File: config.mk
export PLATFORM = sky130hd
export DESIGN_NAME = cap_chain_walker
export DESIGN_NICKNAME = d
export VERILOG_FILES = /design/src/rtl/cap_walk_pkg.sv /design/src/rtl/cap_hdr_decode.sv /design/src/rtl/cap_read_seq.sv /design/src/rtl/cap_rec_bank.sv /design/src/rtl/cap_chain_walker.sv
export SDC_FILE = /design/constraint.sdc
export NUM_CORES = 1
export LEC_CHECK = 0
export BUFFER_PORTS_ARGS = -buffer_cell sky130_fd_sc_hd__buf_2
export CAP_MARGIN = 25
export CORE_ASPECT_RATIO = 0.9
export CORE_MARGIN = 2
export CORE_UTILIZATION = 35
export DETAILED_ROUTE_END_ITERATION = 10
export PLACE_DENSITY = 0.65
export SETUP_SLACK_MARGIN = 0.15
export SLEW_MARGIN = 20
export SYNTH_ARGS = -nofsm -noshare
export SYNTH_HDL_FRONTEND = slang
export SYNTH_SLANG_ARGS = --single-unit
File: constraint.sdc
create_clock -name clk -period 1.97 [get_ports clk]
set_input_delay 0.197 -clock clk [delete_from_list [all_inputs] [get_ports clk]]
set_output_delay 0.197 -clock clk [all_outputs]
set_load 0.01 [all_outputs]
File: src/rtl/cap_walk_pkg.sv
package cap_walk_pkg;

   localparam int HDR_W = 32;

   typedef struct packed {
      logic bad;
      logic unk;
      logic hops;
   } walk_err_t;

   function automatic logic hdr_is_void(input logic [HDR_W-1:0] h);
      return &h;
   endfunction

endpackage

File: src/rtl/cap_hdr_decode.sv
module cap_hdr_decode
   import cap_walk_pkg::*;
#(
   parameter int NCAP    = 5,
   parameter int NXT_LSB = 0,
   parameter int NXT_W   = 16,
   parameter int ID_LSB  = 16,
   parameter int ID_W    = 12,
   parameter int VER_LSB = 28,
   parameter int VER_W   = 4,
   parameter logic [NCAP*ID_W-1:0] CAP_IDS = '0
) (
   input  logic [HDR_W-1:0] hdr,
   output logic             is_void,
   output logic [NCAP-1:0]  hit,
   output logic             known,
   output logic [NXT_W-1:0] nxt,
   output logic [VER_W-1:0] ver
);

   logic [ID_W-1:0] id;

   assign id      = hdr[ID_LSB +: ID_W];
   assign nxt     = hdr[NXT_LSB +: NXT_W];
   assign ver     = hdr[VER_LSB +: VER_W];
   assign is_void = hdr_is_void(hdr);
   assign known   = |hit;

   for (genvar k = 0; k < NCAP; k++) begin : g_match
      assign hit[k] = (id == CAP_IDS[k*ID_W +: ID_W]);
   end

endmodule

File: src/rtl/cap_read_seq.sv
module cap_read_seq #(
   parameter int RD_LAT = 2
) (
   input  logic clk,
   input  logic rst_n,
   input  logic launch,
   output logic rd_req,
   output logic data_ok
);

   logic [RD_LAT-1:0] lat_sr;

   always_ff @(posedge clk or negedge rst_n) begin
      if (!rst_n) rd_req <= 1'b0;
      else        rd_req <= launch;
   end

   if (RD_LAT == 1) begin : g_lat_one
      always_ff @(posedge clk or negedge rst_n) begin
         if (!rst_n) lat_sr <= '0;
         else        lat_sr <= rd_req;
      end
   end else begin : g_lat_many
      always_ff @(posedge clk or negedge rst_n) begin
         if (!rst_n) lat_sr <= '0;
         else        lat_sr <= {lat_sr[RD_LAT-2:0], rd_req};
      end
   end

   assign data_ok = lat_sr[RD_LAT-1];

endmodule

File: src/rtl/cap_rec_bank.sv
module cap_rec_bank #(
   parameter int NCAP  = 5,
   parameter int OFS_W = 16,
   parameter int VER_W = 4
) (
   input  logic                  clk,
   input  logic                  rst_n,
   input  logic                  clr,
   input  logic                  wr,
   input  logic [NCAP-1:0]       hit,
   input  logic [OFS_W-1:0]      ofs_in,
   input  logic [VER_W-1:0]      ver_in,
   output logic [NCAP-1:0]       found,
   output logic [NCAP*OFS_W-1:0] ofs_out,
   output logic [NCAP*VER_W-1:0] ver_out
);

   for (genvar k = 0; k < NCAP; k++) begin : g_slot
      always_ff @(posedge clk or negedge rst_n) begin
         if (!rst_n) begin
            found[k]                   <= 1'b0;
            ofs_out[k*OFS_W +: OFS_W]  <= '0;
            ver_out[k*VER_W +: VER_W]  <= '0;
         end else if (clr) begin
            found[k]                   <= 1'b0;
            ofs_out[k*OFS_W +: OFS_W]  <= '0;
            ver_out[k*VER_W +: VER_W]  <= '0;
         end else if (wr && hit[k]) begin
            found[k]                   <= 1'b1;
            ofs_out[k*OFS_W +: OFS_W]  <= ofs_in;
            ver_out[k*VER_W +: VER_W]  <= ver_in;
         end
      end
   end

endmodule

File: src/rtl/cap_chain_walker.sv
module cap_chain_walker
   import cap_walk_pkg::*;
#(
   parameter int NCAP     = 5,
   parameter int RD_LAT   = 2,
   parameter int MAX_HOPS = 10,
   parameter int NXT_LSB  = 0,
   parameter int NXT_W    = 16,
   parameter int ID_LSB   = 16,
   parameter int ID_W     = 12,
   parameter int VER_LSB  = 28,
   parameter int VER_W    = 4,
   parameter logic [NCAP*ID_W-1:0] CAP_IDS =
      {12'h005, 12'h004, 12'h003, 12'h002, 12'h001},
   localparam int OFS_W = NXT_W
) (
   input  logic                  clk,
   input  logic                  rst_n,
   input  logic                  start,
   input  logic [OFS_W-1:0]      head_ofs,
   output logic                  rd_req,
   output logic [OFS_W-1:0]      rd_addr,
   input  logic [HDR_W-1:0]      rd_data,
   output logic                  busy,
   output logic                  done,
   output logic [NCAP-1:0]       found,
   output logic [NCAP*OFS_W-1:0] cap_ofs,
   output logic [NCAP*VER_W-1:0] cap_ver,
   output logic                  err_bad,
   output logic                  err_unk,
   output logic                  err_hops
);

   localparam int HOP_W = $clog2(MAX_HOPS + 2);

   if (RD_LAT < 1) begin : g_bad_lat
      $error("cap_chain_walker: RD_LAT must be at least 1");
   end
   if (NCAP < 1) begin : g_bad_ncap
      $error("cap_chain_walker: NCAP must be at least 1");
   end
   if (MAX_HOPS < 1) begin : g_bad_hops
      $error("cap_chain_walker: MAX_HOPS must be at least 1");
   end
   if (NXT_LSB + NXT_W > HDR_W || ID_LSB + ID_W > HDR_W ||
       VER_LSB + VER_W > HDR_W) begin : g_bad_field
      $error("cap_chain_walker: header field exceeds header width");
   end

   logic             busy_q, done_q;
   logic [OFS_W-1:0] cur_q;
   logic [HOP_W-1:0] visits_q, visits_nxt;
   walk_err_t        err_q;

   logic             data_ok, accept, eval, finish, launch, over;
   logic             is_void, known;
   logic [NCAP-1:0]  hit;
   logic [NXT_W-1:0] nxt;
   logic [VER_W-1:0] ver;
   logic [OFS_W-1:0] nxt_eff;

   cap_hdr_decode #(
      .NCAP(NCAP), .NXT_LSB(NXT_LSB), .NXT_W(NXT_W), .ID_LSB(ID_LSB),
      .ID_W(ID_W), .VER_LSB(VER_LSB), .VER_W(VER_W), .CAP_IDS(CAP_IDS)
   ) u_dec (
      .hdr(rd_data), .is_void(is_void), .hit(hit), .known(known),
      .nxt(nxt), .ver(ver)
   );

   cap_read_seq #(.RD_LAT(RD_LAT)) u_seq (
      .clk(clk), .rst_n(rst_n), .launch(launch),
      .rd_req(rd_req), .data_ok(data_ok)
   );

   cap_rec_bank #(.NCAP(NCAP), .OFS_W(OFS_W), .VER_W(VER_W)) u_bank (
      .clk(clk), .rst_n(rst_n), .clr(accept), .wr(eval && !is_void),
      .hit(hit), .ofs_in(cur_q), .ver_in(ver),
      .found(found), .ofs_out(cap_ofs), .ver_out(cap_ver)
   );

   assign accept     = start && !busy_q;
   assign eval       = data_ok && busy_q;
   assign visits_nxt = visits_q + HOP_W'(1);
   assign over       = (visits_nxt > HOP_W'(MAX_HOPS));
   assign nxt_eff    = known ? nxt : '0;
   assign finish     = eval && (is_void || over || (nxt_eff == '0));
   assign launch     = accept || (eval && !finish);

   always_ff @(posedge clk or negedge rst_n) begin
      if (!rst_n) begin
         busy_q   <= 1'b0;
         done_q   <= 1'b0;
         cur_q    <= '0;
         visits_q <= '0;
         err_q    <= '0;
      end else begin
         done_q <= finish;
         if (accept) begin
            busy_q   <= 1'b1;
            cur_q    <= head_ofs;
            visits_q <= '0;
            err_q    <= '0;
         end else if (eval) begin
            visits_q <= visits_nxt;
            if (is_void) begin
               err_q.bad <= 1'b1;
            end else begin
               if (!known) err_q.unk  <= 1'b1;
               if (over)   err_q.hops <= 1'b1;
            end
            if (finish) busy_q <= 1'b0;
            else        cur_q  <= nxt_eff;
         end
      end
   end

   assign rd_addr  = cur_q;
   assign busy     = busy_q;
   assign done     = done_q;
   assign err_bad  = err_q.bad;
   assign err_unk  = err_q.unk;
   assign err_hops = err_q.hops;

endmodule

==> out/metrics.sh <==
ROUTED-VIA-COUNT=5149
CPPEAKSTAGEDELAY_PS=440
SEQUENTIAL_CELL_AREA_MM2=0.003331
DRT_FIRST_ITER_VIOLATIONS=343
WORSTPATHMAXFANOUT=5
SYNTHDISTINCTLIBCELLS=32
GLOBAL_ROUTE.USAGE.TOTAL_PCT=21.65
FINAL_COMMON_CELL='sky130_fd_sc_hd__nand2_1'
LAYOUT-AREA-OVERHEAD-VS-SYNTH_PCT=44.83
DIE_WIDTH_UM=136.8
IO_BUFFER_COUNT=177
GRT_START_MAX_NET_PINS=56
NUM_IO_PINS=178
CTS-BUFFERS-INSERTED=17
UNREPAIRED_SETUP_ENDPOINTS_AFTER_GLOBAL_ROUTING='true'
CAP_VIOLATIONS=0
TRITONCTS_CLOCK_TREE='yes'
DIEAREA_MM2=0.01691
YOSYS_REGISTER_BITS=133
FOOTPRINT_OF_THE_MULTI_INPUT_GATES_MM2=0.002350
DRC=0
ANTENNA_FOUND_INITIAL=0
NET-SWITCHING-POWER_uW=2311
SYN-CELL-AREA_MM2=0.005559
PWR-SHARE-COMB_PCT=12.7
POWER.LEAKAGE_uW=0.004105
HOLD_PATH.CLASS='primary input to flop'
FINAL-SETUP-VIOL-COUNT=16
TIMING.CRITICAL_PATH.SLOWEST_STAGE_CELL='sky130_fd_sc_hd__dfrtp_2'
POWER_PER_CELL_AREA_mW_PER_MM2=1005
FLOORPLAN.INITIALDENSITY_PCT=35.88
SYNTH_COMPOUND_AREA_SHARE_PCT=13.95
NUM-NETS-FINAL=848
CTSROOTBUFFERMASTER='sky130_fd_sc_hd__clkbuf_16'
NETSWITCHINGFRACTION_PCT=28.56
SETUP.WORST_PATH.END_CLASS='flop'
VDD_IR_DROP_MAX_mV=0.6136
CTS.CLK_SLEW.WORST_PATHS_PS=50
DIE-HEIGHT_UM=123.6
PLACE.GP.CONGESTION=0.8424
SLEW_HEADROOM_PCT=67.43
TIMING.CRITICAL_PATH.REQUIRED_PS=2280
SYNTHESIS.NETS=645
TRITONCTS_NUM_SINKS=133
POST_ROUTE_CELLS_DRIVE_ABOVE_1_SHARE_PCT=38.61
SYNTH_AREA_IN_ADDERS_PCT=0.4501
CRITPATHARRIVALTIME_PS=2340
CLK_LATENCY_PS=430
PWR-SHARE-CLK_PCT=43.4
CORE_MM2=0.01549
CP_CELL_SEQUENCE='ha_4 > o21bai_4 > a21oi_2 > a211oi_4 > o31a_1 > buf_6 > a221o_1'
DETAIL_ROUTE.WIRELENGTH_UM=18150
FINAL.PERIOD_UTILIZATION_PCT=103.1
SYNTH-SEQ-AREA-SHARE_PCT=59.87
GRT_PASS1_VIAS=4900
WORST_CLOCK_SKEW_PS=8.004
FIN_WORST_HOLD_SLACK_PS=35.71
MUXSHAREOFSYNTHAREA_PCT=0
FINAL_MAX_SLEW_VIOL_COUNT=0
ANTENNA-DIODE-COUNT=0
FILLERINSTANCES=1418
VIAS_PER_CELL=5.098
SYNTHESIS.INSTANCES=592
PLACE_WORST_SETUP_SLACK_PS=-301.3
RUN_STATUS='complete, but fails checks'
MOST-COMMON-LAYOUT-CELLS='sky130_fd_sc_hd__nand2_1, sky130_fd_sc_hd__buf_2, sky130_fd_sc_hd__dfrtp_1'
MAXCLOCKFREQUENCY_MHz=492.5
TIMING_WORST_SLEW_PIN_VALUE_PS=484.1
INTERNAL_POWER_uW=5781
P_SEQ_SHARE_PCT=43.9
VIOLATIONS_IN_THE_FINAL_REPORTS='negative setup slack'
DRTPASS1ITERATIONS=5
FINALHOLDVIOLCOUNT=0
CLOCK_TREE.HTREE_LEVEL_COUNT=4
YOSYS_WARNINGS=0
SYNTHSIMPLEGATEAREAFRAC_PCT=21.99
ANTENNA_LEFT=0
GRT.OVERFLOW.TOTAL=0
SETUP_TNS_PS=-668.8
POST-ROUTE-MIN-PERIOD_PS=2030
SYNTH_TOP_FAMILY_BY_AREA='simple AND/OR/NAND/NOR gates'
PATH_CLASS='flop to flop'
ROUTED_WIRE_LENGTH_PER_INSTANCE_UM=17.97
STD_CELL_ROWS=43
SYNTHXORXNORAREAFRAC_PCT=0.1576
LAYOUT_SETUP_WS_PS=-60.31
TIMING.CRITICAL_PATH.FROM_TYPE='flop'
GRT_PASS1_WL_UM=27260
POSTSYNTHAREAPERCELL_UM2=9.390
POST-DP-HPWL_UM=12300
CLOCK_TREE.BUFFER_DEPTH=2
## registers in the layout, indices dropped and copies added, names as in the netlist
register	flops
u_seq.lat_sr	2
u_bank.ofs_out	80
done	1
visits_q	4
rd_addr	16
err_bad	1
busy	1
u_bank.ver_out	20
u_bank.found	5
u_seq.rd_req	1
err_hops	1
err_unk	1
## metrics by stage
| stage | instances | area [um^2] | power, uW | utilization [%] |
|---|---|---|---|---|
| finish | 1010 | 8051 | 8092 | 51.96 |
| global route | 1010 | 8051 | 8385 | 51.96 |
| global placement | 969 | 6988 | 4446 | 45.10 |
| CTS | 1002 | 7674 | 7979 | 49.52 |
| floorplan | 592 | 5642 | 3723 | - |
| detailed placement | 969 | 6988 | 4451 | 45.10 |
## synthesized netlist by cell type
cell type	n	share of area, %
sky130_fd_sc_hd__nand2_1	206	14
sky130_fd_sc_hd__dfrtp_1	133	60
sky130_fd_sc_hd__a21oi_1	106	9.5
sky130_fd_sc_hd__clkbuf_1	27	1.8
sky130_fd_sc_hd__nor2_1	21	1.4
sky130_fd_sc_hd__and2_1	17	1.9
sky130_fd_sc_hd__a221o_1	16	2.9
sky130_fd_sc_hd__nand4_1	10	1.1
sky130_fd_sc_hd__buf_2	9	0.81
sky130_fd_sc_hd__nor4_1	7	0.79
sky130_fd_sc_hd__buf_6	4	0.81
sky130_fd_sc_hd__o21ai_0	4	0.36
sky130_fd_sc_hd__and4_1	3	0.47
sky130_fd_sc_hd__nand3_1	3	0.27
sky130_fd_sc_hd__nor2b_1	3	0.34
sky130_fd_sc_hd__ha_1	2	0.45
sky130_fd_sc_hd__inv_1	2	0.14
sky130_fd_sc_hd__nand2b_1	2	0.23
sky130_fd_sc_hd__nand3b_1	2	0.27
sky130_fd_sc_hd__o31a_1	2	0.32
sky130_fd_sc_hd__or4_4	2	0.41
sky130_fd_sc_hd__a211oi_1	1	0.14
sky130_fd_sc_hd__a22o_1	1	0.16
sky130_fd_sc_hd__a31oi_1	1	0.11
sky130_fd_sc_hd__nor3_1	1	0.090
sky130_fd_sc_hd__nor3_2	1	0.18
sky130_fd_sc_hd__nor3b_4	1	0.34
sky130_fd_sc_hd__o21bai_1	1	0.14
sky130_fd_sc_hd__o2bb2ai_1	1	0.16
sky130_fd_sc_hd__o311ai_1	1	0.16
sky130_fd_sc_hd__or4b_4	1	0.25
sky130_fd_sc_hd__xnor2_1	1	0.16
## critical path: cells and delay by family (launching register included)
family | cells | cell delay (ps)
AOI/OAI and AO/OA | 5 | 1010
adders and majority gates | 1 | 300
buffers and inverters | 1 | 160
DFF | 1 | 440
## cell families after synthesis
| group | after synthesis |
|---|---|
| AO/OA/AOI/OAI | 134 |
| XOR/XNOR | 1 |
| flip-flops | 133 |
| adder cells (fa/ha/maj) | 2 |
| AND/OR/NAND/NOR | 280 |
| buffers and inverters | 42 |
## power groups by stage
stage / clock network [uW] / logic, uW / registers [uW]
3_3_place_gp: 0 / 922 / 3520
5_1_grt: 3670 / 1120 / 3590
2_1_floorplan: 0 / 378 / 3350
4_1_cts: 3560 / 948 / 3480
3_5_place_dp: 0 / 929 / 3520
6_report: 3510 / 1030 / 3550
## path summary, 6_finish.rpt
path	start	end	slack, ps	cells after the start
max	visits_q[0]	rd_addr[2]	-60	7
min reg2reg	u_seq.lat_sr[0]	u_seq.lat_sr[1]	360	0
max in group asynchronous	rst_n	rd_addr[3]	1040	3
max reg2reg	visits_q[0]	rd_addr[2]	-60	7
min in group asynchronous	rst_n	u_bank.ofs_out[29]	290	2
min	rd_data[0]	rd_addr[0]	40	2
## layout make-up
cell class,instances,share of cell area [%]
clock buffers,23,5.936
clock inverters,9,2.145
inverters,2,0.09324
multi-input cells,417,29.18
flip-flops and latches,133,41.37
well taps,202,3.139
repair buffers,224,18.14
## what timing repair did
| action | in CTS | in global routing |
|---|---|---|
| pin swaps | 3 | 25 |
| buffers inserted | 0 | 4 |
| resized for setup | 5 | 70 |
| hold buffers | 1 | 0 |
| hold endpoints to repair | 45 | 0 |
| endpoints found under the setup margin | 17 | 59 |
| cloned | 0 | 4 |
## layer usage
layer | wire [um] | GRT usage [%] | up-vias
met1 | 8224 | 30.59 | 2522
li1 | - | - | 2412
met4 | 227 | 6.121 | 0
met3 | 1106 | 5.125 | 21
met5 | 0 | 0 | -
met2 | 8595 | 33.38 | 194
Power figures use the tool's default switching activity.
